File: config.mk
export PLATFORM = sky130hd
export DESIGN_NAME = swrst_init_seq
export DESIGN_NICKNAME = d
export VERILOG_FILES = /design/src/rtl/swrst_init_seq.sv
export SDC_FILE = /design/constraint.sdc
export NUM_CORES = 1
export LEC_CHECK = 0
export CAP_MARGIN = 20
export CORE_MARGIN = 2
export CORE_UTILIZATION = 50
export CTS_CLUSTER_SIZE = 16
export DETAILED_ROUTE_END_ITERATION = 10
export DONT_BUFFER_PORTS = 1
export GPL_TIMING_DRIVEN = 0
export HOLD_SLACK_MARGIN = 0.12
export SLEW_MARGIN = 20
export SYNTH_ARGS = -nofsm -noshare
export SYNTH_HDL_FRONTEND = slang
export SYNTH_SLANG_ARGS = --single-unit
File: constraint.sdc
create_clock -name clk -period 3.4 [get_ports clk]
set_clock_uncertainty 0.1 [all_clocks]
set_input_delay 0.17 -clock clk [delete_from_list [all_inputs] [get_ports clk]]
set_output_delay 0.17 -clock clk [all_outputs]
set_load 0.02 [all_outputs]
File: src/rtl/swrst_init_seq.sv
module swrst_init_seq #(
  parameter int          HI1_MS    = 20,
  parameter int          LO_MS     = 100,
  parameter int          HI2_MS    = 30,
  parameter int          AW        = 8,
  parameter int          DW        = 16,
  parameter logic [15:0] PORT_CFG  = 16'h800F,
  parameter int          TAG_BIT   = 4,
  parameter logic [7:0]  MODE_ADDR = 8'h11,
  parameter logic [15:0] MODE_VAL  = 16'hFF30
) (
  input  logic          clk,
  input  logic          rst_n,
  input  logic          start_i,
  input  logic          ms_tick_i,
  output logic          rc_o,
  output logic          sck_o,
  output logic          sdo_o,
  output logic          pins_oe_o,
  output logic [AW-1:0] wr_addr_o,
  output logic [DW-1:0] wr_data_o,
  output logic          wr_valid_o,
  input  logic          wr_done_i,
  output logic          done_o
);
  localparam int MAXP = (HI1_MS > LO_MS) ? ((HI1_MS > HI2_MS) ? HI1_MS : HI2_MS)
                                         : ((LO_MS > HI2_MS) ? LO_MS : HI2_MS);
  localparam int CW   = $clog2(MAXP + 1);
  localparam int NWR  = 7;
  localparam int IW   = 3;
  localparam logic [CW-1:0] HI1_END = CW'(HI1_MS - 1);
  localparam logic [CW-1:0] LO_END  = CW'(LO_MS - 1);
  localparam logic [CW-1:0] HI2_END = CW'(HI2_MS - 1);
  localparam logic [IW-1:0] LAST    = IW'(NWR - 1);
  localparam logic [IW-1:0] TAGGED  = IW'(NWR - 2);

  typedef enum logic [2:0] {S_IDLE, S_HI1, S_LO, S_HI2, S_WR} st_t;

  st_t           st;
  logic [CW-1:0] cnt;
  logic [IW-1:0] idx;
  logic          done_q;

  always_ff @(posedge clk or negedge rst_n) begin
    if (!rst_n) begin
      st     <= S_IDLE;
      cnt    <= '0;
      idx    <= '0;
      done_q <= 1'b0;
    end else begin
      done_q <= 1'b0;
      case (st)
        S_IDLE: if (start_i) begin
          st  <= S_HI1;
          cnt <= '0;
        end
        S_HI1: if (ms_tick_i) begin
          if (cnt == HI1_END) begin st <= S_LO; cnt <= '0; end
          else cnt <= cnt + 1'b1;
        end
        S_LO: if (ms_tick_i) begin
          if (cnt == LO_END) begin st <= S_HI2; cnt <= '0; end
          else cnt <= cnt + 1'b1;
        end
        S_HI2: if (ms_tick_i) begin
          if (cnt == HI2_END) begin st <= S_WR; cnt <= '0; idx <= '0; end
          else cnt <= cnt + 1'b1;
        end
        S_WR: if (wr_done_i) begin
          if (idx == LAST) begin st <= S_IDLE; done_q <= 1'b1; end
          else idx <= idx + 1'b1;
        end
        default: st <= S_IDLE;
      endcase
    end
  end

  assign rc_o       = (st != S_LO);
  assign pins_oe_o  = (st == S_LO) || (st == S_HI2);
  assign sck_o      = pins_oe_o;
  assign sdo_o      = 1'b0;
  assign wr_valid_o = (st == S_WR);
  assign done_o     = done_q;

  always_comb begin
    if (idx == LAST)      wr_addr_o = AW'(MODE_ADDR);
    else if (idx < 3'd4)  wr_addr_o = AW'({idx, 1'b1});
    else                  wr_addr_o = AW'(idx) + AW'(4);
    if (idx == LAST)        wr_data_o = DW'(MODE_VAL);
    else if (idx == TAGGED) wr_data_o = DW'(PORT_CFG) | (DW'(1) << TAG_BIT);
    else                    wr_data_o = DW'(PORT_CFG);
  end
endmodule

# == After elaboration in Yosys (flattened, before gate mapping) ==
# Index checks and enable logic that the tools add are counted.
# word_totals
in_bits,5
regBits,14
wordCells,65
output_inout_bits,30
# classes
eq_ne,20
n_lt_le_gt_ge,1
reduce_logical,7
muxes,30
add_sub_neg,3
# op_table
operator,n
2-to-1 mux 7 bit,7
2-to-1 mux 3 bit,13
case mux 7 bit (4 select lines),1
"inequality test 2 bit, second input constant",8
2-to-1 mux 15 bit,1
case mux 3 bit (5 select lines),1
"equality test 7 x 5 -> 1 bit, second input constant",2
2-to-1 mux 5 bit,2
AND reduction 5 bit,2
"equality test 3 bit, second input constant",3
AND reduction 9 bit,1
"adder 7 x 1 -> 7 bit, second input constant",1
"equality test 7 bit, second input constant",1
"equality test 3 x 2 -> 1 bit, second input constant",2
case mux 3 bit (2 select lines),1
"adder 3 x 3 -> 4 bit, second input constant",1
2-to-1 mux 4 bit,1
"inequality test 2 x 1 -> 1 bit, second input constant",2
nonzero test 4 bit,1
"adder 3 x 1 -> 3 bit, second input constant",1
"equality test 3 x 1 -> 1 bit, second input constant",1
zero test 3 bit,1
"< comparator 3 bit, second input constant",1
2-to-1 mux 1 bit,3
3 further kinds,3

# == Logic depth before layout (Yosys ltp) ==
# Gate-level depths: netlist of run 1.
# depth
depth_word,4
depth_mapped,6
depth_no_buf,6

# == Worst setup path before layout of run 1 ==
# Ideal clock, no wire load.
# synth_path
kind,reg2out
from,reg idx[0]
to,out wr_data_o[10]
slack_ps,1655
stages_incl_launch_ff,6
n_path_buf,1
t_arrival_ps,1475
t_required_ps,3130
cell_sequence,dfrtp_1 > inv_1 > ha_1 > nand2_1 > inv_1 > buf_4
# synth_between
elab_chain_cells,2
# synth_lines
element,line_no,rtl
from (decl),41,logic [IW-1:0] idx;
from (signal assigned),71,else idx <= idx + 1'b1;
equality test 3 bit,89,if (idx == LAST) wr_data_o = DW'(MODE_VAL);
2-to-1 mux 15 bit,89,
to (decl),21,"output logic [DW-1:0] wr_data_o,"
# Every way passes these cells.

# == Worst setup path in the final report of run 1 ==
# layout_path
from,reg cnt[0]
to,reg st[2]
# layout_between
elab_chain_cells,3
word_cells_on_any_way,7
classes_between,6 x eq/ne; 1 x reduce/logical
# layout_lines
element,line_no,rtl
from (decl),40,logic [CW-1:0] cnt;
from (signal assigned),59,else cnt <= cnt + 1'b1;
from (signal assigned),63,else cnt <= cnt + 1'b1;
from (signal assigned),67,else cnt <= cnt + 1'b1;
equality test 7 x 5 -> 1 bit (tied with other cells),66,if (cnt == HI2_END) begin st <= S_WR; cnt <= '0; idx <= '0; end
inequality test 2 bit (no line),--,
AND reduction 9 bit (no line) (*),--,
to (signal assigned),66,
to (signal assigned),70,if (idx == LAST) begin st <= S_IDLE; done_q <= 1'b1; end
to (signal assigned),73,default: st <= S_IDLE;
to (decl),39,st_t st;
# Every way passes the cells marked *; elsewhere a longest branch is shown, timed or not.
# A chain may end at the register's enable or synchronous reset.

==> metrics.md, run 1 <==
| Metric | Value |
|---|---|
| Mapped Area | 1170 um^2 |
| Synth top area cells | dfrtp_1 (30%), buf_4 (12%), ha_1 (5.4%) |
| CTS tree | done |
| RD Place Congestion | 0.858 |
| Worst Hold Path EP | st[0] |
| Pin count of the biggest net entering global routing | 15 |
| Routed vias/inst | 5.54 |
| Area Growth Syn to Fin | 10.3% |
| Post-synthesis sequential area ratio | 30.0% |
| Yosys warning count | 0 |
| Critical Path Start Type | flip-flop |
| Hold Path Class | in2reg |
| RSZ-0062 raised after global routing | false |
| F_max | 440 MHz |
| Initial DRT Pass Iterations | 4 |
| Lkg Pwr | 0.000581 uW |
| Asr flop ratio synth | 100% |
| Switch Pwr | 197 uW |
| Worst r2r src | cnt[0] |
| Metal2 WL | 1150 um |
| Clock root cell | clkbuf_4 |
| Post-layout util | 58.2% |
| Post-synth EDFFs | 0 |
| Number of synthesized register bits | 14 |
| R2R Path End | st[2] |
| CTS resizes | 0 |
| Slowest library cell on the worst path | dlygate4sd3_1 |
| Die Width | 52.3 um |
| R2R cell count | 6 |
| Clk slew on worst S/H paths | 0.09 ns |
| CP arrival | 2.40 ns |
| Req. time, crit path | 3.53 ns |
| PortBufs | 0 |
| Vias in the first global route | 826 |
| CP startpoint | cnt[0] |
| Top_reg_cell synth | dfrtp_1 |
| Starting density of the core | 52.8% |
| PwrDens | 418 nW/um^2 |
| CP delay by family, top | buffers and inverters |
| Max Cap Viol | 0 |
| Antenna Nets Post-Route | 0 |
| Final wirelength | 2400 um |
| Global-route wire length before repair | 3820 um |
| Syn_area_per_cell | 8.91 um^2 |
| Hold Crit Depth | 3 |
| Sw Ratio | 36.6% |
| Min Tclk post-route | 2.27 ns |
| Max layer used | met4 |
| Final Cycle Share | 66.9% |
| Core Area | 2210 um^2 |
| Max_slew headroom | 55.5% |
| CTS H-tree depth | 1 |
| Status | finished, final reports clean |
| Crit end category | flip-flop |
| Share of cells above drive strength 1 | 25.9% |
| Critical path class | reg2reg |
| Clock tree sinks | 14 |
| CP bufs+invs | 1 |
| CTS max path bufs | 2 |
| Clock group share of total power | 23.2% |
| Hold path startpoint | start_i |
| Met1 WL | 1090 um |
| # fillers | 201 |
| NumNets Final | 154 |
| I/O Pins | 35 |
| Cell row count | 17 |
| Final hold vios | 0 |
| Worst-margin pin slew | 0.666 ns |
| Detailed Route Iter0 Violations | 15 |
| TritonCTS Buffers | 3 |
| Area share of the largest cell type after synthesis | 30.0% |
| Peak supply drop | 303 uV |
| Post-Syn Instances | 131 |
| Slew Limit Fails | 0 |
| Antenna cell count | 0 |
| Combinational Power Share | 35.4% |
| Final HPWL DP | 1770 um |
| Initial antenna violation count | 0 |
| Worst-Skew Late Latency | 0.29 ns |
| Reg-to-reg slack, setup | 1.13 ns |
| Residual DRC | 0 |
| Met3 WL post-DR | 121 um |
| Pint | 341 uW |
| Setup_tns | 0 ns |
| Yosys cell types | 46 |
| Tot GR Track Use | 19.1% |
| Via count | 947 |
| Total die area | 2740 um^2 |
| Grt ovf | 0 |
| Critical Path Fanout Max | 5 |
| CP cell instances | ha_1 -> or4b_4 -> a21oi_2 -> o2111ai_1 -> o21ai_0 -> dlygate4sd3_1 |
| Seq pwr share | 41.5% |
| Overall die height | 52.3 um |
| CP peak stage delay | 0.56 ns |
| Wire per inst | 14.1 um |
| Final setup viols | 0 |
| Cell taking the most area after synthesis | dfrtp_1 |
layer usage:
metal  GRT usage, %  vias to the layer above
met3           2.57                        5
met1           26.0                      446
li1               -                      461
met4           7.69                        0
met5              0                        -
met2           30.2                       35
area by class of cell:
| type | count | area (um^2) | area share (%) |
|---|---|---|---|
| multi-input cells | 90 | 633 | 49.2 |
| inverters | 7 | 26.3 | 2.04 |
| flip-flops and latches | 14 | 350 | 27.2 |
| clock buffers | 4 | 36.3 | 2.82 |
| plain buffers | 25 | 176 | 13.7 |
| repair buffers | 3 | 30.0 | 2.33 |
| well taps | 28 | 35.0 | 2.72 |
worst register-to-register path, stage by stage, from the launching register on:
cell and delay [ns]:
dfrtp_1 0.42, ha_1 0.21, or4b_4 0.49, a21oi_2 0.22, o2111ai_1 0.12, o21ai_0 0.10, dlygate4sd3_1 0.56
cells in the final DEF (no fill, tap or decap), drive strengths merged, types with 5 or more instances in the layout:
cell type and instances:
a21oi 5, o21ai 5, buf 23, ha 5, inv 7, conb 7, dfrtp 14, clkbuf 6
nand2 14
power by group through the flow:
| stage | clock (uW) | combinational, uW | sequential [uW] |
|---|---|---|---|
| floorplan | 0 | 156 | 220 |
| global placement | 0 | 180 | 226 |
| detailed placement | 0 | 184 | 227 |
| CTS | 129 | 191 | 223 |
| global route | 140 | 212 | 228 |
| finish | 124 | 190 | 223 |
sequential cells by signal, indices dropped and copies added, names as in the netlist:
name / cells
cnt: 7
idx: 3
done_o: 1
st: 3
synthesized netlist by cell type (3+ instances only):
master     n
dfrtp_1   14
nor2b_1    4
nand2_1   14
buf_4     19
o21ai_0    4
xnor2_1    4
nor2_1     3
buf_2      3
o211ai_1   4
a21oi_1    4
a211oi_1   3
ha_1       5
inv_1      7
cell families after synthesis:
kind of cell               Yosys count  synth area share, %
and+or+nand+nor                     43                 21.5
buffers and inverters               32                 17.4
AOI/OAI and AO/OA                   30                 21.1
DFF                                 14                 30.0
adders and majority gates            5                 5.36
xor gates and xnor gates             4                 3.00
other                                2                0.643
muxes                                1                0.965
timing repair:
item | in CTS | in global routing
hold buffers | 3 | 0
setup endpoints to repair | 0 | 0
setup buffers | 0 | 0
hold endpoints to repair | 17 | 0
how the worst max path moves through the flow:
stage | to | cells past startpoint
finish | st[2] | 6
global route | wr_data_o[11] | 5
CTS | wr_data_o[11] | 5
detailed placement | wr_data_o[11] | 5
global placement | wr_data_o[10] | 5
floorplan | wr_data_o[10] | 5
per-stage QoR:
| stage | instance area [um^2] | setup WS [ns] | power, uW | hold slack, ns | std cells |
|---|---|---|---|---|---|
| after detailed placement | 1220 | 1.44 | 411 | -0.225 | 164 |
| after global placement | 1220 | 1.47 | 406 | -0.225 | 164 |
| after global routing | 1290 | 0.986 | 579 | 0.184 | 171 |
| after CTS | 1290 | 1.11 | 543 | 0.164 | 171 |
| after floorplan | 1190 | 1.65 | 375 | -0.226 | 136 |
| final | 1290 | 1.13 | 538 | 0.160 | 171 |
No activity file was read; power rests on OpenSTA's default activity.
==> inputs of run 2 (changes only) <==
- PLACE_DENSITY: not set -> 0.68
- clock period: 3.4 -> 1.8 ns (I/O delays scaled with it)
==> run 2 against run 1 <==
Net effect: the run now ends with negative setup slack left; sequential share of layout area decreased by 2.7 points; sequential power rose by 100%; critical path depth down 1; die area unchanged; wire length grew 8.7%; clock power grew 91%; maximum frequency rose by 26%; total power increased by 100%; critical path type unchanged; highest routed layer unchanged.
==> metrics.md, run 2 (synthesis gave the netlist of run 1 again) <==
| Metric | Value |
|---|---|
| F_max | 553 MHz |
| NumNets Final | 160 |
| Max_slew headroom | 54.5% |
| CTS max path bufs | 2 |
| Pin count of the biggest net entering global routing | 15 |
| Most frequent cells in the layout | buf_4 (23), nand2_1 (13), dfrtp_1 (13) |
| Core Area | 2210 um^2 |
| # fillers | 183 |
| RD Place Congestion | 0.825 |
| I/O Pins | 35 |
| Final worst slack | -0.00837 ns |
| CTS H-tree depth | 1 |
| Starting density of the core | 52.8% |
| CP arrival | 1.87 ns |
| Final HPWL DP | 1700 um |
| Final wirelength | 2610 um |
| Critical Path Fanout Max | 4 |
| Slowest library cell on the worst path | or4b_4 |
| Vias in the first global route | 888 |
| Global-route wire length before repair | 4050 um |
| Final Cycle Share | 100% |
| Req. time, crit path | 1.86 ns |
| Max reg flops | 7 |
| Die Width | 52.3 um |
| Initial DRT Pass Iterations | 4 |
| Critical path class | reg2reg |
| Detailed Route Iter0 Violations | 10 |
| Pint | 691 uW |
| CTS tree | done |
| Final hold vios | 0 |
| Antenna Nets Post-Route | 0 |
| Lkg Pwr | 0.000602 uW |
| Residual DRC | 0 |
| Overall die height | 52.3 um |
| Slew Limit Fails | 0 |
| Wire per inst | 14.8 um |
| Initial antenna violation count | 0 |
| Final instance area | 1440 um^2 |
| Placed Cells | 164 |
| Share of cells above drive strength 1 | 38.9% |
| PwrDens | 765 nW/um^2 |
| CP peak stage delay | 0.49 ns |
| Switch Pwr | 407 uW |
| Clk slew on worst S/H paths | 0.09 ns |
| Peak supply drop | 540 uV |
| Area Growth Syn to Fin | 22.9% |
| Critical Path Start Type | flip-flop |
| Commonest non-fill, non-tap cell in the layout | buf_4 |
| TritonCTS Buffers | 3 |
| Max Cap Viol | 0 |
| Grt ovf | 0 |
| Clock group share of total power | 21.6% |
| Final setup viols | 1 |
| PortBufs | 0 |
| Routed vias/inst | 5.34 |
| Antenna cell count | 0 |
| Min Hold Slack | 0.174 ns |
| CP cell instances | ha_2 -> or4b_4 -> a21oi_4 -> mux2_4 -> o41ai_2 |
| Clock tree sinks | 14 |
| RSZ-0062 raised after global routing | true |
| Fin cells | 177 |
| Placed inst area | 1220 um^2 |
| Largest registers | cnt: 7 flops, idx: 3 flops, st: 3 flops |
| Crit end category | flip-flop |
| Status | complete, but fails checks |
| Tot GR Track Use | 19.3% |
| Sw Ratio | 37.1% |
| Seq pwr share | 40.5% |
| Total die area | 2740 um^2 |
| Combinational Power Share | 37.9% |
| Worst-Skew Late Latency | 0.29 ns |
| Biggest register | cnt |
| Hold Path Class | in2async |
| Via count | 945 |
| Clock root cell | clkbuf_4 |
| Violated checks | negative setup slack |
| Min Tclk post-route | 1.81 ns |
| Cell row count | 17 |
| Worst-margin pin slew | 0.680 ns |
## run 2: metrics by stage
stage / setup slack (ns) / TNS (ns) / utilization (%) / total power, uW
floorplan: 0.0583 / 0 / - / 708
global placement: -0.0921 / -0.708 / 55.2 / 763
detailed placement: -0.120 / -1.04 / 55.2 / 770
CTS: 0.0130 / 0 / 61.5 / 1050
global route: -0.0923 / -0.427 / 64.9 / 1160
finish: -0.00837 / -0.00837 / 64.9 / 1100
## run 2: layout make-up
type | instances | area, um^2 | area share (%)
multi-input cells | 91 | 732 | 51.0
flip-flops and latches | 14 | 352 | 24.5
plain buffers | 24 | 175 | 12.2
repair buffers | 8 | 70.1 | 4.88
clock buffers | 4 | 36.3 | 2.53
well taps | 28 | 35.0 | 2.44
inverters | 7 | 30.0 | 2.09
repair inverters | 1 | 5.00 | 0.349
## run 2: path summary, 6_finish.rpt
check                           startpoint     end  slack [ns]  cells past startpoint
worst max-delay path                cnt[1]  cnt[1]      -0.008                      5
worst max register to register      cnt[1]  cnt[1]      -0.008                      5
min in group clk                 ms_tick_i  idx[0]        0.18                      4
worst min-delay path                 rst_n  idx[2]        0.17                      1
worst min register to register      cnt[0]  cnt[0]        0.49                      2
max in group asynchronous            rst_n  cnt[2]        0.96                      1
## run 2: metal layers
metal / vias to the layer above / share of wire, % / GRT usage [%] / wire length [um]
met4: 0 / 0.73 / 6.84 / 19
met1: 453 / 46 / 27.0 / 1190
met3: 2 / 3.5 / 2.86 / 91
li1: 474 / - / - / -
met2: 16 / 50 / 30.0 / 1310
met5: - / 0 / 0 / 0
## run 2: worst max-delay path, delay by kind of cell, from the launching register on
family	cells	cell delay (ns)
AND/OR/NAND/NOR	1	0.49
AO/OA/AOI/OAI	2	0.29
flip-flops	1	0.37
adder cells (fa/ha/maj)	1	0.19
multiplexers	1	0.23
## run 2: timing repair
item | CTS | global route
resized for setup | 10 | 14
endpoints found under the hold margin | 20 | 0
hold buffers | 4 | 0
buffers inserted | 3 | 1
pin swaps | 3 | 6
cloned | 2 | 0
setup endpoints to repair | 27 | 19
## run 2: power groups by stage
stage          combinational (uW)  clock [uW]  sequential (uW)
3_3_place_gp                  339           0              424
2_1_floorplan                 294           0              415
3_5_place_dp                  343           0              426
6_report                      416         237              445
4_1_cts                       402         242              409
5_1_grt                       457         251              452
